<file path="config.mk">
export PLATFORM = sky130hd
export DESIGN_NAME = pll_reprog_seq
export DESIGN_NICKNAME = d
export VERILOG_FILES = /design/src/rtl/pll_seq_pkg.sv /design/src/rtl/pll_seq_limits.sv /design/src/rtl/pll_seq_us_timer.sv /design/src/rtl/pll_seq_fields.sv /design/src/rtl/pll_reprog_seq.sv
export SDC_FILE = /design/constraint.sdc
export NUM_CORES = 1
export LEC_CHECK = 0
export ABC_AREA = 1
export BUFFER_PORTS_ARGS = -buffer_cell sky130_fd_sc_hd__buf_2
export CAP_MARGIN = 15
export CORE_MARGIN = 2
export CORE_UTILIZATION = 35
export DETAILED_ROUTE_END_ITERATION = 8
export GPL_TIMING_DRIVEN = 0
export PLACE_DENSITY = 0.6
export SKIP_CTS_REPAIR_TIMING = 1
export SLEW_MARGIN = 25
export SYNTH_ARGS = -nofsm -noshare
export SYNTH_HDL_FRONTEND = slang
export SYNTH_SLANG_ARGS = --single-unit
</file>
<file path="constraint.sdc">
create_clock -name clk -period 16 [get_ports clk]
set_input_delay 2.4 -clock clk [delete_from_list [all_inputs] [get_ports clk]]
set_output_delay 2.4 -clock clk [all_outputs]
set_load 0.03 [all_outputs]
</file>
<file path="src/rtl/pll_seq_pkg.sv">
package pll_seq_pkg;
    localparam int NUM_PLL   = 5;
    localparam int PIDX_W    = 3;
    localparam int WORD_W    = 16;
    localparam int LOCK_BASE = 5;
    localparam int RST_BIT   = 5;
    localparam int NR_FLD    = 6;
    localparam int NF_FLD    = 13;
    localparam int NO_FLD    = 4;
    localparam int BW_FLD    = 12;
    localparam int NR_SHIFT  = 8;

    localparam logic [1:0] MODE_SLOW   = 2'd0;
    localparam logic [1:0] MODE_NORMAL = 2'd1;

    typedef enum logic [3:0] {
        S_IDLE, S_CHECK, S_SLOW, S_RST_ON, S_WR_NR_NO, S_WR_NF, S_WR_BW,
        S_HOLD, S_RST_OFF, S_POLL, S_NORMAL, S_DONE, S_FAIL
    } seq_state_t;

    function automatic logic [3:0] mode_offset(input logic [PIDX_W-1:0] idx);
        if (idx == 3'd4) return 4'd14;
        return {idx[1:0], 2'b00};
    endfunction
endpackage

</file>
<file path="src/rtl/pll_seq_limits.sv">
module pll_seq_limits
    import pll_seq_pkg::*;
#(
    parameter int REF_KHZ     = 24000,
    parameter int VCO_MIN_KHZ = 440000,
    parameter int VCO_MAX_KHZ = 2200000,
    parameter int OUT_MIN_KHZ = 27500,
    parameter int OUT_MAX_KHZ = 2200000,
    parameter int NR_W        = 7,
    parameter int NF_W        = 14,
    parameter int NO_W        = 5
) (
    input  logic [PIDX_W-1:0] pll,
    input  logic [NR_W-1:0]   nr,
    input  logic [NF_W-1:0]   nf,
    input  logic [NO_W-1:0]   no,
    output logic              ok
);
    localparam int PW     = 48;
    localparam int NR_LIM = 1 << NR_FLD;
    localparam int NF_LIM = 1 << NF_FLD;
    localparam int NO_LIM = 1 << NO_FLD;

    logic [PW-1:0] vco_num, vco_lo, vco_hi, out_lo, out_hi;
    logic          range_ok, no_rule_ok, freq_ok;

    always_comb begin
        vco_num = PW'(REF_KHZ) * PW'(nf);
        vco_lo  = PW'(VCO_MIN_KHZ) * PW'(nr);
        vco_hi  = PW'(VCO_MAX_KHZ) * PW'(nr);
        out_lo  = PW'(OUT_MIN_KHZ) * PW'(nr) * PW'(no);
        out_hi  = PW'(OUT_MAX_KHZ) * PW'(nr) * PW'(no);
        range_ok = (int'(nr) >= 1) && (int'(nr) <= NR_LIM) &&
                   (int'(nf) >= 2) && (int'(nf) <= NF_LIM) &&
                   (int'(no) >= 1) && (int'(no) <= NO_LIM) &&
                   (int'(pll) < NUM_PLL);
        no_rule_ok = (no == NO_W'(1)) || (no[0] == 1'b0);
        freq_ok  = (vco_num >= vco_lo) && (vco_num <= vco_hi) &&
                   (vco_num >= out_lo) && (vco_num <= out_hi);
        ok = range_ok && no_rule_ok && freq_ok;
    end
endmodule

</file>
<file path="src/rtl/pll_seq_us_timer.sv">
module pll_seq_us_timer #(
    parameter int TMR_W = 16
) (
    input  logic             clk,
    input  logic             rst_n,
    input  logic             clr,
    input  logic             tick,
    output logic [TMR_W-1:0] count
);
    always_ff @(posedge clk or negedge rst_n) begin
        if (!rst_n)                 count <= '0;
        else if (clr)               count <= '0;
        else if (tick && (count != '1)) count <= count + 1'b1;
    end
endmodule

</file>
<file path="src/rtl/pll_seq_fields.sv">
module pll_seq_fields
    import pll_seq_pkg::*;
#(
    parameter int NR_W = 7,
    parameter int NF_W = 14,
    parameter int NO_W = 5
) (
    input  logic [NR_W-1:0]   nr,
    input  logic [NF_W-1:0]   nf,
    input  logic [NO_W-1:0]   no,
    output logic [WORD_W-1:0] word0,
    output logic [WORD_W-1:0] word1,
    output logic [WORD_W-1:0] word2
);
    logic [NR_W-1:0] nr_m1;
    logic [NF_W-1:0] nf_m1, bw_val;
    logic [NO_W-1:0] no_m1;

    always_comb begin
        nr_m1  = nr - 1'b1;
        nf_m1  = nf - 1'b1;
        no_m1  = no - 1'b1;
        bw_val = (nf >> 1) - 1'b1;
        word0  = '0;
        word0[NR_SHIFT +: NR_FLD] = nr_m1[NR_FLD-1:0];
        word0[NO_FLD-1:0]         = no_m1[NO_FLD-1:0];
        word1  = '0;
        word1[NF_FLD-1:0]         = nf_m1[NF_FLD-1:0];
        word2  = '0;
        word2[BW_FLD-1:0]         = bw_val[BW_FLD-1:0];
    end
endmodule

</file>
<file path="src/rtl/pll_reprog_seq.sv">
module pll_reprog_seq
    import pll_seq_pkg::*;
#(
    parameter int REF_KHZ     = 24000,
    parameter int VCO_MIN_KHZ = 440000,
    parameter int VCO_MAX_KHZ = 2200000,
    parameter int OUT_MIN_KHZ = 27500,
    parameter int OUT_MAX_KHZ = 2200000,
    parameter int HOLD_US     = 10,
    parameter int TMR_W       = 16,
    parameter int NR_W        = 7,
    parameter int NF_W        = 14,
    parameter int NO_W        = 5
) (
    input  logic              clk,
    input  logic              rst_n,
    input  logic              us_tick,
    input  logic              req_valid,
    input  logic [PIDX_W-1:0] req_pll,
    input  logic [NR_W-1:0]   req_nr,
    input  logic [NF_W-1:0]   req_nf,
    input  logic [NO_W-1:0]   req_no,
    input  logic [TMR_W-1:0]  lock_timeout_us,
    input  logic [WORD_W-1:0] lock_status,
    output logic              busy,
    output logic              done,
    output logic              err,
    output logic              cw_we,
    output logic [PIDX_W-1:0] cw_pll,
    output logic [1:0]        cw_idx,
    output logic [WORD_W-1:0] cw_data,
    output logic [WORD_W-1:0] cw_mask,
    output logic              mode_we,
    output logic [WORD_W-1:0] mode_data,
    output logic [WORD_W-1:0] mode_mask
);
    localparam logic [WORD_W-1:0] RST_MASK  = WORD_W'(1) << RST_BIT;
    localparam logic [WORD_W-1:0] W0_MASK   = (WORD_W'((1 << NR_FLD) - 1) << NR_SHIFT) |
                                              WORD_W'((1 << NO_FLD) - 1);
    localparam logic [WORD_W-1:0] W1_MASK   = WORD_W'((1 << NF_FLD) - 1);
    localparam logic [WORD_W-1:0] W2_MASK   = WORD_W'((1 << BW_FLD) - 1);
    localparam logic [TMR_W-1:0]  HOLD_CNT  = TMR_W'(HOLD_US);

    seq_state_t        state, state_nx;
    logic [PIDX_W-1:0] pll_q;
    logic [NR_W-1:0]   nr_q;
    logic [NF_W-1:0]   nf_q;
    logic [NO_W-1:0]   no_q;
    logic              err_q;
    logic              req_ok;
    logic [TMR_W-1:0]  tcount;
    logic              tmr_clr;
    logic              lock_sel;
    logic [NUM_PLL-1:0] lock_vec;
    logic [WORD_W-1:0] word0, word1, word2;
    logic [3:0]        moff;

    pll_seq_limits #(
        .REF_KHZ(REF_KHZ), .VCO_MIN_KHZ(VCO_MIN_KHZ), .VCO_MAX_KHZ(VCO_MAX_KHZ),
        .OUT_MIN_KHZ(OUT_MIN_KHZ), .OUT_MAX_KHZ(OUT_MAX_KHZ),
        .NR_W(NR_W), .NF_W(NF_W), .NO_W(NO_W)
    ) u_limits (
        .pll(pll_q), .nr(nr_q), .nf(nf_q), .no(no_q), .ok(req_ok)
    );

    pll_seq_fields #(.NR_W(NR_W), .NF_W(NF_W), .NO_W(NO_W)) u_fields (
        .nr(nr_q), .nf(nf_q), .no(no_q),
        .word0(word0), .word1(word1), .word2(word2)
    );

    assign tmr_clr = !((state == S_HOLD) || (state == S_POLL));

    pll_seq_us_timer #(.TMR_W(TMR_W)) u_timer (
        .clk(clk), .rst_n(rst_n), .clr(tmr_clr), .tick(us_tick), .count(tcount)
    );

    assign lock_vec = lock_status[LOCK_BASE +: NUM_PLL];
    assign lock_sel = (int'(pll_q) < NUM_PLL) ? lock_vec[pll_q] : 1'b0;
    assign moff     = mode_offset(pll_q);

    always_comb begin
        state_nx = state;
        unique case (state)
            S_IDLE:     if (req_valid) state_nx = S_CHECK;
            S_CHECK:    state_nx = req_ok ? S_SLOW : S_FAIL;
            S_SLOW:     state_nx = S_RST_ON;
            S_RST_ON:   state_nx = S_WR_NR_NO;
            S_WR_NR_NO: state_nx = S_WR_NF;
            S_WR_NF:    state_nx = S_WR_BW;
            S_WR_BW:    state_nx = S_HOLD;
            S_HOLD:     if (tcount >= HOLD_CNT) state_nx = S_RST_OFF;
            S_RST_OFF:  state_nx = S_POLL;
            S_POLL: begin
                if (lock_sel)                     state_nx = S_NORMAL;
                else if (tcount >= lock_timeout_us) state_nx = S_FAIL;
            end
            S_NORMAL:   state_nx = S_DONE;
            S_DONE:     state_nx = S_IDLE;
            S_FAIL:     state_nx = S_IDLE;
            default:    state_nx = S_IDLE;
        endcase
    end

    always_ff @(posedge clk or negedge rst_n) begin
        if (!rst_n) begin
            state <= S_IDLE;
            pll_q <= '0;
            nr_q  <= '0;
            nf_q  <= '0;
            no_q  <= '0;
            err_q <= 1'b0;
        end else begin
            state <= state_nx;
            if (state == S_IDLE && req_valid) begin
                pll_q <= req_pll;
                nr_q  <= req_nr;
                nf_q  <= req_nf;
                no_q  <= req_no;
                err_q <= 1'b0;
            end else if (state == S_FAIL) begin
                err_q <= 1'b1;
            end
        end
    end

    always_comb begin
        busy      = (state != S_IDLE);
        done      = 1'b0;
        err       = err_q;
        cw_we     = 1'b0;
        cw_pll    = pll_q;
        cw_idx    = 2'd0;
        cw_data   = '0;
        cw_mask   = '0;
        mode_we   = 1'b0;
        mode_data = '0;
        mode_mask = WORD_W'(2'b11) << moff;
        unique case (state)
            S_SLOW: begin
                mode_we   = 1'b1;
                mode_data = WORD_W'(MODE_SLOW) << moff;
            end
            S_RST_ON: begin
                cw_we   = 1'b1;
                cw_idx  = 2'd3;
                cw_data = RST_MASK;
                cw_mask = RST_MASK;
            end
            S_WR_NR_NO: begin
                cw_we   = 1'b1;
                cw_idx  = 2'd0;
                cw_data = word0;
                cw_mask = W0_MASK;
            end
            S_WR_NF: begin
                cw_we   = 1'b1;
                cw_idx  = 2'd1;
                cw_data = word1;
                cw_mask = W1_MASK;
            end
            S_WR_BW: begin
                cw_we   = 1'b1;
                cw_idx  = 2'd2;
                cw_data = word2;
                cw_mask = W2_MASK;
            end
            S_RST_OFF: begin
                cw_we   = 1'b1;
                cw_idx  = 2'd3;
                cw_data = '0;
                cw_mask = RST_MASK;
            end
            S_NORMAL: begin
                mode_we   = 1'b1;
                mode_data = WORD_W'(MODE_NORMAL) << moff;
            end
            S_DONE: done = 1'b1;
            S_FAIL: begin
                done = 1'b1;
                err  = 1'b1;
            end
            default: ;
        endcase
    end
endmodule

</file>
==> impl_results.md <==
* Outcome: finished clean
* Antenna violation net count after detailed routing at 0
* GRT Residual Overflow at 0
* # diodes at 0
* Die ar. at 0.0561 mm^2
* Async set or reset register ratio after synthesis at 1.00
* Final wirelength at 52.9 mm
* Clock Sinks at 50
* Critical-path maximum fanout at 9
* FF+latch count, synth at 50
* Chip height at 237 um
* Unrepaired setup endpoints after global routing: no
* # setup viols final at 0
* Most common cell after layout, fill and taps aside: nand2_1
* H-tree levels at 2
* First-pass iteration count of the detailed router at 7
* CTS tree: built
* Crit. End Element: register
* Synthesized cell area at 0.0190 mm^2
* Reg-to-reg critical path startpoint: nr_q[5]
* Commonest non-fill, non-tap cells in the layout: nand2_1, inv_1, ha_1
* Clk pin slew, worst setup/hold paths at 0.07 ns
* Final hold viol count at 0
* IO Port Bufs at 106
* Vias in the first global route at 16200
* Avg Cell Area, Syn at 7.39 um^2
* Max_cap viols at 0
* Clock buffer depth at 2
* Synth area leaders: ha_1, fa_1, nand2_1, inv_1, dfrtp_1
* Hold path startpoint: u_timer.count[13]
* Routability Congestion at 0.918
* Die X at 237 um
* CTS Buf Count at 5
* First-pass GRT wire length at 86.5 mm
* FMAX at 0.100 GHz
* Synth area leader: ha_1
* # nets final at 3326
* Largest net degree at the start of global routing at 51
* Slowest stage delay, CP at 0.63 ns
* Cell mode on critical path: nand2_1
* Setup TNS at 0 ns
* Ys flop type: dfrtp_1
* Crit. Startpoint: nr_q[5]
* CORE AREA at 0.0537 mm^2
* Routed vias at 16400
* Register area share after synthesis at 0.0660
* DRC at 0
* Final core occ at 0.384
* Slew Limit Headroom at 0.423
* Antenna violations before repair at 0
* Startpoint class of the critical path: register
* Tightest Pin Transition at 0.866 ns
* Starting density of the core at 0.353
* Syn Inst Count at 2567
* Min Tclk post-route at 10.0 ns
* All-layer global routing usage at 0.192
* Yosys warns at 0
* Top-level I/O count at 139
* CP arrival at 10.23 ns
* Number of synthesized flops with an enable pin at 0
* Root buffer cell: clkbuf_16
* Slew Limit Fails at 0
* HP Class: register to register
* Share of cells above drive strength 1 at 0.0892
* # rows at 85
* Netlist cell types at 62
* WS Path Type: register to register
* Clk_lat worst skew at 0.29 ns
* Post-synth top area share at 0.237
* Post-Layout Cell Count at 3397
* Vias per inst at 4.83
* Slowest library cell on the worst path: dfrtp_1
* CP required at 16.23 ns
* Post-placement cell count at 3389
* Drt first-iter violations at 1047
* Fin crit share at 0.625
* Layout Skew at 0.00697 ns
* Dpl hpwl at 46.0 mm
* Fillcell total at 5689
* Area grow syn2layout at 8.68%
* DR WL/cell at 15.6 um
worst max-delay path, delay by kind of cell, from the launching register on:
family,cells,cell delay (ns)
compound gates,5,0.86
flops,1,0.63
fa+ha+maj,10,4.20
xor+xnor,4,0.97
simple gates,21,2.69
buf+inv,4,0.57
path summary, 6_finish.rpt:
path                                      to  slack [ns]  cells after the start
hold / removal             u_timer.count[13]        0.57                      1
hold reg to reg            u_timer.count[13]        0.57                      1
setup reg to reg                    state[3]        6.00                     44
max in group asynchronous            nr_q[0]       13.38                      1
min in group asynchronous   u_timer.count[9]        2.13                      1
setup / recovery                    state[3]        6.00                     44
metal layers:
metal / track usage / part of all wire / vias up
li1: - / - / 8362
met1: 0.263 / 0.47 / 7714
met2: 0.340 / 0.48 / 299
met3: 0.0139 / 0.035 / 35
met4: 0.0213 / 0.011 / 0
met5: 0 / 0 / -
kinds of logic after synthesis:
| family | synth area share |
|---|---|
| simple gates | 0.214 |
| fa+ha+maj | 0.450 |
| flops | 0.0660 |
| other cells | 0.000198 |
| compound gates | 0.104 |
| xor+xnor | 0.0478 |
| buf+inv | 0.118 |
cell type report:
class	instances	area (um^2)	share of cell area
multi-input combinational	1976	15500	0.754
sequential	50	1250	0.0608
timing repair buffer	106	533	0.0259
buffer	62	369	0.0179
inverter	499	1870	0.0909
clock buffer	6	129	0.00625
tap	696	871	0.0423
clock inverter	2	37.5	0.00182
sequential cells by signal (all words and copies together) (netlist names):
name           flops
no_q               5
err_q              1
u_timer.count     16
state              4
nf_q              14
nr_q               7
cw_pll             3
Yosys cell counts (3+ instances only):
cell and number:
xnor2_2 4, xnor2_1 34, o21ai_0 88, nand3_1 74, ha_1 359, clkinv_1 5, nand4_1 25, o221ai_1 5
or2_2 7, inv_2 11, o22ai_1 5, a21o_1 9, o21ai_2 9, o21bai_1 7, a21oi_1 165, nand2_1 497
a211oi_1 7, nor4_1 12, o31ai_1 3, o211ai_1 6, nor3_1 20, nand2_2 13, buf_4 35, a21oi_2 3
buf_1 4, nand2_4 4, o21ai_1 3, nor2_2 15, a221oi_1 3, inv_1 483, dfrtp_1 50, nand3b_1 4
o2111ai_1 3, nor2_1 266, a31oi_1 11, a21boi_2 3, and2_1 3, nor3_2 3, nand3_2 5, clkbuf_1 19
buf_2 4, fa_1 202, xor2_1 57
stage by stage:
stage / worst slack, ns / cell area, um^2 / hold slack (ns)
5_1_grt: 5.13 / 20600 / 0.620
2_1_floorplan: 7.68 / 19000 / 0.516
6_report: 6.00 / 20600 / 0.572
3_3_place_gp: 5.93 / 20400 / 0.564
4_1_cts: 5.91 / 20600 / 0.579
3_5_place_dp: 5.96 / 20400 / 0.563
Power is not shown: default switching activity piles up to over one toggle a cycle in this logic, so the estimate is an artifact.
